File: config.mk
export PLATFORM = sky130hd
export DESIGN_NAME = grp_prio_intc
export DESIGN_NICKNAME = d
export VERILOG_FILES = /design/src/rtl/grp_intc_pkg.sv /design/src/rtl/ic_group_bank.sv /design/src/rtl/ic_arbiter.sv /design/src/rtl/ic_read_mux.sv /design/src/rtl/grp_prio_intc.sv
export SDC_FILE = /design/constraint.sdc
export NUM_CORES = 1
export LEC_CHECK = 0
export ABC_CLOCK_PERIOD_IN_PS = 21800
export CAP_MARGIN = 20
export CORE_ASPECT_RATIO = 0.8
export CORE_UTILIZATION = 40
export CTS_BUF_LIST = sky130_fd_sc_hd__clkbuf_4
export DETAILED_ROUTE_END_ITERATION = 7
export PLACE_DENSITY = 0.58
export RECOVER_POWER = 25
export SYNTH_ARGS = -nofsm -noshare
export SYNTH_HDL_FRONTEND = slang
export SYNTH_SLANG_ARGS = --single-unit
File: constraint.sdc
create_clock -name clk -period 21.8 [get_ports clk]
set_input_delay 4.36 -clock clk [delete_from_list [all_inputs] [get_ports clk]]
set_output_delay 4.36 -clock clk [all_outputs]
set_load 0.01 [all_outputs]
File: src/rtl/grp_intc_pkg.sv
package grp_intc_pkg;

    typedef enum logic [0:0] {
        ST_IDLE  = 1'b0,
        ST_DRIVE = 1'b1
    } intc_state_e;

    localparam logic [7:0] ADDR_ACC      = 8'h00;
    localparam logic [7:0] ADDR_ACC_HI   = 8'h01;
    localparam logic [7:0] ADDR_TRIG     = 8'h08;
    localparam int         CTL_BASE      = 16;
    localparam int         TRIG_GROUPS   = 4;
    localparam int         TRIG_W        = 2;
    localparam int         REQ_FIELD_LSB = 4;
    localparam int         LVL_FIELD_LSB = 4;

endpackage

File: src/rtl/ic_group_bank.sv
module ic_group_bank
    import grp_intc_pkg::*;
#(
    parameter int NUM_GROUPS = 8,
    parameter int REQ_W      = 4,
    parameter int LVL_W      = 3,
    parameter int NMI_GROUPS = 1
) (
    input  logic                        clk,
    input  logic                        rst_n,
    input  logic [NUM_GROUPS*REQ_W-1:0] src_req,
    input  logic                        wr_en,
    input  logic [7:0]                  wr_addr,
    input  logic [7:0]                  wr_data,
    output logic [NUM_GROUPS*REQ_W-1:0] pend_flat,
    output logic [NUM_GROUPS*REQ_W-1:0] en_flat,
    output logic [NUM_GROUPS*LVL_W-1:0] lvl_flat
);

    for (genvar g = 0; g < NUM_GROUPS; g++) begin : g_grp
        localparam logic [7:0] A_B0 = 8'(CTL_BASE + 2*g);
        localparam logic [7:0] A_B1 = 8'(CTL_BASE + 2*g + 1);

        logic             hit_b0;
        logic             hit_b1;
        logic [REQ_W-1:0] clr;
        logic [REQ_W-1:0] pend_q;

        assign hit_b0 = wr_en && (wr_addr == A_B0);
        assign hit_b1 = wr_en && (wr_addr == A_B1);

        if (g < NMI_GROUPS) begin : g_nmi
            assign clr = hit_b0 ? wr_data[REQ_W-1:0] : '0;
            assign en_flat[g*REQ_W +: REQ_W]  = '1;
            assign lvl_flat[g*LVL_W +: LVL_W] = '0;
        end else begin : g_lvl
            logic [REQ_W-1:0] en_q;
            logic [LVL_W-1:0] lvl_q;

            assign clr = hit_b0 ? wr_data[REQ_FIELD_LSB +: REQ_W] : '0;

            always_ff @(posedge clk) begin
                if (!rst_n) begin
                    en_q  <= '0;
                    lvl_q <= '1;
                end else if (hit_b1) begin
                    en_q  <= wr_data[REQ_W-1:0];
                    lvl_q <= wr_data[LVL_FIELD_LSB +: LVL_W];
                end
            end

            assign en_flat[g*REQ_W +: REQ_W]  = en_q;
            assign lvl_flat[g*LVL_W +: LVL_W] = lvl_q;
        end

        always_ff @(posedge clk) begin
            if (!rst_n) begin
                pend_q <= '0;
            end else begin
                pend_q <= (pend_q & ~clr) | src_req[g*REQ_W +: REQ_W];
            end
        end

        assign pend_flat[g*REQ_W +: REQ_W] = pend_q;
    end

endmodule

File: src/rtl/ic_arbiter.sv
module ic_arbiter #(
    parameter int NUM_GROUPS = 8,
    parameter int REQ_W      = 4,
    parameter int LVL_W      = 3,
    localparam int GW        = $clog2(NUM_GROUPS)
) (
    input  logic [NUM_GROUPS*REQ_W-1:0] pend_flat,
    input  logic [NUM_GROUPS*REQ_W-1:0] en_flat,
    input  logic [NUM_GROUPS*LVL_W-1:0] lvl_flat,
    output logic                        any_active,
    output logic [GW-1:0]               win_grp,
    output logic [LVL_W-1:0]            win_lvl
);

    logic [NUM_GROUPS-1:0] grp_active;

    for (genvar g = 0; g < NUM_GROUPS; g++) begin : g_act
        assign grp_active[g] = |(pend_flat[g*REQ_W +: REQ_W] & en_flat[g*REQ_W +: REQ_W]);
    end

    // Strict less-than keeps the lower group number on equal levels.
    always_comb begin
        any_active = 1'b0;
        win_grp    = '0;
        win_lvl    = '1;
        for (int g = 0; g < NUM_GROUPS; g++) begin
            if (grp_active[g] && (!any_active || (lvl_flat[g*LVL_W +: LVL_W] < win_lvl))) begin
                any_active = 1'b1;
                win_grp    = GW'(g);
                win_lvl    = lvl_flat[g*LVL_W +: LVL_W];
            end
        end
    end

endmodule

File: src/rtl/ic_read_mux.sv
module ic_read_mux
    import grp_intc_pkg::*;
#(
    parameter int NUM_GROUPS = 8,
    parameter int REQ_W      = 4,
    parameter int LVL_W      = 3,
    parameter int NMI_GROUPS = 1,
    localparam int GW        = $clog2(NUM_GROUPS),
    localparam int TRIG_BITS = TRIG_GROUPS * TRIG_W
) (
    input  logic [7:0]                  rd_addr,
    input  logic [NUM_GROUPS*REQ_W-1:0] pend_flat,
    input  logic [NUM_GROUPS*REQ_W-1:0] en_flat,
    input  logic [NUM_GROUPS*LVL_W-1:0] lvl_flat,
    input  logic [GW-1:0]               acc_grp,
    input  logic [TRIG_BITS-1:0]        trig_mode,
    output logic [7:0]                  rd_val
);

    logic [7:0] ctl_b0 [NUM_GROUPS];
    logic [7:0] ctl_b1 [NUM_GROUPS];
    logic       acc_live;

    for (genvar g = 0; g < NUM_GROUPS; g++) begin : g_view
        logic [REQ_W-1:0] p;
        logic [REQ_W-1:0] e;
        assign p = pend_flat[g*REQ_W +: REQ_W];
        assign e = en_flat[g*REQ_W +: REQ_W];
        if (g < NMI_GROUPS) begin : g_nmi
            assign ctl_b0[g] = 8'(p);
            assign ctl_b1[g] = 8'h00;
        end else begin : g_lvl
            assign ctl_b0[g] = (8'(p) << REQ_FIELD_LSB) | 8'(p & e);
            assign ctl_b1[g] = (8'(lvl_flat[g*LVL_W +: LVL_W]) << LVL_FIELD_LSB) | 8'(e);
        end
    end

    assign acc_live = |(pend_flat[acc_grp*REQ_W +: REQ_W] & en_flat[acc_grp*REQ_W +: REQ_W]);

    always_comb begin
        rd_val = 8'h00;
        if (rd_addr == ADDR_ACC) begin
            if (acc_live) begin
                rd_val = 8'(acc_grp) << 2;
            end
        end else if (rd_addr == ADDR_ACC_HI) begin
            rd_val = 8'h00;
        end else if (rd_addr == ADDR_TRIG) begin
            rd_val = 8'(trig_mode);
        end else begin
            for (int g = 0; g < NUM_GROUPS; g++) begin
                if (rd_addr == 8'(CTL_BASE + 2*g)) begin
                    rd_val = ctl_b0[g];
                end
                if (rd_addr == 8'(CTL_BASE + 2*g + 1)) begin
                    rd_val = ctl_b1[g];
                end
            end
        end
    end

endmodule

File: src/rtl/grp_prio_intc.sv
module grp_prio_intc
    import grp_intc_pkg::*;
#(
    parameter int NUM_GROUPS = 8,
    parameter int REQ_W      = 4,
    parameter int LVL_W      = 3,
    parameter int NMI_GROUPS = 1,
    localparam int GW        = $clog2(NUM_GROUPS),
    localparam int SRC_W     = NUM_GROUPS * REQ_W,
    localparam int TRIG_BITS = TRIG_GROUPS * TRIG_W
) (
    input  logic             clk,
    input  logic             rst_n,
    input  logic [SRC_W-1:0] src_req,
    input  logic [7:0]       bus_addr,
    input  logic             bus_wr,
    input  logic             bus_rd,
    input  logic [7:0]       bus_wdata,
    output logic [7:0]       bus_rdata,
    output logic [LVL_W-1:0] cpu_level,
    output logic             cpu_level_upd
);

    logic [SRC_W-1:0]            pend_flat;
    logic [SRC_W-1:0]            en_flat;
    logic [NUM_GROUPS*LVL_W-1:0] lvl_flat;
    logic                        any_active;
    logic [GW-1:0]               win_grp;
    logic [LVL_W-1:0]            win_lvl;
    logic [GW-1:0]               acc_grp;
    logic [TRIG_BITS-1:0]        trig_mode;
    logic [7:0]                  rd_val;
    intc_state_e                 state_q;
    intc_state_e                 state_nx;
    logic                        redrive;

    ic_group_bank #(
        .NUM_GROUPS(NUM_GROUPS), .REQ_W(REQ_W), .LVL_W(LVL_W), .NMI_GROUPS(NMI_GROUPS)
    ) u_bank (
        .clk(clk), .rst_n(rst_n), .src_req(src_req),
        .wr_en(bus_wr), .wr_addr(bus_addr), .wr_data(bus_wdata),
        .pend_flat(pend_flat), .en_flat(en_flat), .lvl_flat(lvl_flat)
    );

    ic_arbiter #(
        .NUM_GROUPS(NUM_GROUPS), .REQ_W(REQ_W), .LVL_W(LVL_W)
    ) u_arb (
        .pend_flat(pend_flat), .en_flat(en_flat), .lvl_flat(lvl_flat),
        .any_active(any_active), .win_grp(win_grp), .win_lvl(win_lvl)
    );

    ic_read_mux #(
        .NUM_GROUPS(NUM_GROUPS), .REQ_W(REQ_W), .LVL_W(LVL_W), .NMI_GROUPS(NMI_GROUPS)
    ) u_rmux (
        .rd_addr(bus_addr), .pend_flat(pend_flat), .en_flat(en_flat),
        .lvl_flat(lvl_flat), .acc_grp(acc_grp), .trig_mode(trig_mode),
        .rd_val(rd_val)
    );

    // Trigger-mode register: stored and returned, packed 2 bits per group.
    always_ff @(posedge clk) begin
        if (!rst_n) begin
            trig_mode <= '0;
        end else if (bus_wr && (bus_addr == ADDR_TRIG)) begin
            trig_mode <= bus_wdata[TRIG_BITS-1:0];
        end
    end

    // Registered read data, zero when no read was issued.
    always_ff @(posedge clk) begin
        if (!rst_n) begin
            bus_rdata <= 8'h00;
        end else begin
            bus_rdata <= bus_rd ? rd_val : 8'h00;
        end
    end

    // State register.
    always_ff @(posedge clk) begin
        if (!rst_n) begin
            state_q <= ST_IDLE;
        end else begin
            state_q <= state_nx;
        end
    end

    // Transitions: ARM, RESELECT, RELEASE, HOLD.
    always_comb begin
        state_nx = state_q;
        redrive  = 1'b0;
        unique case (state_q)
            ST_IDLE: begin
                if (any_active) begin
                    state_nx = ST_DRIVE;
                    redrive  = 1'b1;
                end
            end
            ST_DRIVE: begin
                if (!any_active) begin
                    state_nx = ST_IDLE;
                    redrive  = 1'b1;
                end else if ((win_grp != acc_grp) || (win_lvl != cpu_level)) begin
                    redrive = 1'b1;
                end
            end
            default: begin
                state_nx = ST_IDLE;
            end
        endcase
    end

    // Outputs.
    always_ff @(posedge clk) begin
        if (!rst_n) begin
            cpu_level     <= '1;
            cpu_level_upd <= 1'b0;
            acc_grp       <= '0;
        end else begin
            cpu_level_upd <= redrive;
            if (redrive) begin
                cpu_level <= any_active ? win_lvl : '1;
            end
            if (any_active) begin
                acc_grp <= win_grp;
            end
        end
    end

endmodule

==> flow_summary.json <==
{
  "min_path_type": "reg2reg",
  "worstSetupStartpointType": "flop",
  "syn_area_per_cell_um2": 7.515,
  "grt_antenna_before_repair": 0,
  "final_util_pct": 47.52,
  "combPwrFrac_pct": 14.4,
  "power_switching_uw": 118.5,
  "grt_setup_unrepaired": "no",
  "synth_flop_cell": "dfxtp_1",
  "clock_power_share_pct": 29.9,
  "slew_violations": 0,
  "syn_inst": 800,
  "cts_max_level": 3,
  "post-route-min-period_ps": 10950,
  "finalHoldViolCount": 0,
  "crit_top_cell": "ha_1",
  "cts_num_sinks": 105,
  "synth_adder_area_share_pct": 2.289,
  "max_stage_delay_ps": 430,
  "criticalPathCategory": "reg2reg",
  "cts.path.max_buffers": 2,
  "cts_resized": 0,
  "hpwlAfterDp_um": 15590,
  "worst-path-max-fanout": 9,
  "fin_crit_sh_pct": 50.24,
  "die_h_um": 111.7,
  "cts_root_buffer": "clkbuf_4",
  "synth_nets": 863,
  "drv_cap": 0,
  "synth_warnings": 0,
  "synth_edf_count": 0,
  "ioPinCount": 64,
  "layout.nets": 900,
  "antenna_cells": 0,
  "synth_compound_area_share_pct": 28.35,
  "power_density_nw_per_um2": 53.38,
  "ant_nets": 0,
  "die_area_um2": 15530,
  "tns_ps": 0,
  "cts_tree": "built",
  "p_int_uw": 249.1,
  "synth_seq_cells": 105,
  "synth-xor-area-share_pct": 0.5827,
  "seq_area_frac_synth_pct": 34.96,
  "fin_skew_ps": 26.54,
  "portBuffers": 63,
  "viasPerCell": 6.175,
  "crit_path_end_kind": "flop",
  "regToRegEndpoint": "cpu_level[0]",
  "timing.slew.headroom_pct": 35.94,
  "p_leak_nw": 2.658,
  "yosys.area_share.simple_pct": 24.35,
  "grt_pass1_vias": 6054,
  "rrSetupSlack_ps": 10850,
  "outcome": "completed",
  "postSynth.asyncResetShare_pct": 0,
  "synthDistinctLibCells": 71,
  "ir_drop_v": 0.00003197,
  "drive_gt1_share_pct": 4.632,
  "crit_slowest_cell": "nor4_4",
  "grt_max_degree": 69,
  "overflow": 0,
  "dr.pass1.iters": 5,
  "core-area_um2": 14490,
  "worstMarginPinSlew_ps": 957.7,
  "synthMuxAreaShare_pct": 4.599,
  "wire_per_inst_um": 20.40,
  "r2r_start": "u_bank.g_grp[0].pend_q[1]",
  "postCtsHoldBufs": 0,
  "post-route-drc-count": 0,
  "netlist_area_um2": 6012,
  "area_growth_pct": 14.55,
  "drt-initial-drc-count": 716,
  "cp_data_required_time_ps": 22220,
  "cp_data_arrival_time_ps": 11370,
  "place.gp.congestion": 0.9084,
  "clock_latency_ps": 520,
  "critPathLaunch": "u_bank.g_grp[0].pend_q[1]",
  "chipWidth_um": 139.1,
  "drt-total-wl_um": 20930,
  "clkSlewWorstSetupHoldPaths_ps": 200,
  "numCtsBuffers": 9,
  "vias": 6336,
  "cp-endpoint": "cpu_level[0]",
  "rows": 39,
  "post_cts.repair.setup_buffers": 0,
  "reg2reg_depth": 48,
  "start_util_pct": 41.48,
  "track_usage_pct": 27.80,
  "seqPwrFrac_pct": 55.8,
  "fill_cells": 1463,
  "p_sw_share_pct": 32.23,
  "max_freq_ghz": 0.09131,
  "setup_viol": 0,
  "synth_top_family_by_area": "compound AO/OA/AOI/OAI gates",
  "grt_first_pass_wirelength_um": 33380
}
-- stage by stage --
step                std cells  hold WS [ps]  area, um^2  setup WS [ps]  power [mW]
global route             1026         486.3        6887           9803      0.3831
global placement         1010         445.1        6735          11590      0.2595
finish                   1026         473.6        6887          10850      0.3676
CTS                      1026         470.8        6890          10960      0.3687
detailed placement       1010         448.3        6735          11000      0.2609
floorplan                 800         436.0        6012          12250      0.2368
-- cells in the final DEF, fill, tap and decap left out, types with 4 or more instances in the layout --
master           count
nand2_1            146
dfxtp_1            105
a21oi_1             90
nor2_1              64
nand3_1             51
clkdlybuf4s50_1     48
o21ai_0             44
inv_1               30
mux2i_1             22
o211ai_1            17
dlygate4sd3_1       14
ha_1                11
a22o_1              10
a221oi_1            10
and2_1              10
nand2b_1             9
or3_1                9
clkbuf_4             9
a22oi_1              8
a31oi_1              8
nor2b_1              7
o221ai_1             7
nor3_1               6
o21a_1               6
a32oi_1              6
a21o_1               5
and3_1               5
nand4_1              5
or2_2                4
o211a_1              4
-- logic make-up after synthesis --
kind of cell,count (synthesis)
AOI/OAI and AO/OA,256
xor gates and xnor gates,4
adders and majority gates,11
buffers and inverters,74
DFF,105
muxes,25
and+or+nand+nor,325
-- registers in the layout (all words and copies together) (netlist names) --
signal and flops:
u_bank.g_grp.g_lvl.en_q 28, cpu_level_upd 1, u_bank.g_grp.pend_q 32, acc_grp 3
trig_mode 8, cpu_level 3, state_q 1, bus_rdata 8
u_bank.g_grp.g_lvl.lvl_q 21
-- cell type report --
| cell class | instances | area, um^2 | share of cell area [%] |
|---|---|---|---|
| inverters | 33 | 123.9 | 1.799 |
| well taps | 184 | 230.2 | 3.343 |
| repair buffers | 67 | 651.9 | 9.466 |
| multi-input cells | 621 | 3623 | 52.62 |
| clock inverters | 7 | 87.58 | 1.272 |
| clock buffers | 9 | 67.56 | 0.9811 |
| flip-flops and latches | 105 | 2102 | 30.52 |
-- power groups by stage --
stage / combinational, mW / sequential (mW) / clock [mW]
2_1_floorplan: 0.0305 / 0.206 / 0
3_3_place_gp: 0.0509 / 0.209 / 0
3_5_place_dp: 0.0521 / 0.209 / 0
4_1_cts: 0.0524 / 0.205 / 0.112
5_1_grt: 0.0577 / 0.206 / 0.119
6_report: 0.0528 / 0.205 / 0.110
-- critical path, delay by kind of cell (launching register included) --
kind	cells	cell delay (ps)
AO/OA/AOI/OAI	20	3910
AND/OR/NAND/NOR	13	2940
adder cells (fa/ha/maj)	7	1990
multiplexers	5	1310
flip-flops	1	380
buffers and inverters	3	310
-- routing by layer --
| layer | part of all wire (%) | global-route usage (%) |
|---|---|---|
| met2 | 42 | 42.15 |
| met4 | 2.6 | 8.815 |
| met1 | 47 | 38.51 |
| met3 | 8.4 | 7.097 |
| met5 | 0 | 0 |
-- cell usage after synthesis (all sizes together) (8+ instances only) --
cell,count,area (um^2)
a22o,10,87.58
inv,33,123.9
or3,9,56.30
ha,11,137.6
a221oi,11,102.6
and2,10,62.56
nand2,147,554.3
dfxtp,105,2102
a31oi,8,50.05
nand2b,9,56.30
o21ai,45,225.2
o211ai,17,127.6
a21oi,90,450.4
a22oi,8,60.06
mux2i,22,220.2
nor2,64,240.2
nand3,51,255.2
clkbuf,37,138.9
-- how the worst min path moves through the flow --
stage                       startpoint           end  slack [ps]  cells after the start
after global placement    trig_mode[4]  trig_mode[4]         450                      2
after CTS                 trig_mode[6]  trig_mode[6]         470                      2
after floorplan           trig_mode[0]  trig_mode[0]         440                      2
final                     trig_mode[6]  trig_mode[6]         470                      2
after detailed placement  trig_mode[6]  trig_mode[6]         450                      2
after global routing      trig_mode[6]  trig_mode[6]         490                      2
(Power assumes the default switching activity.)
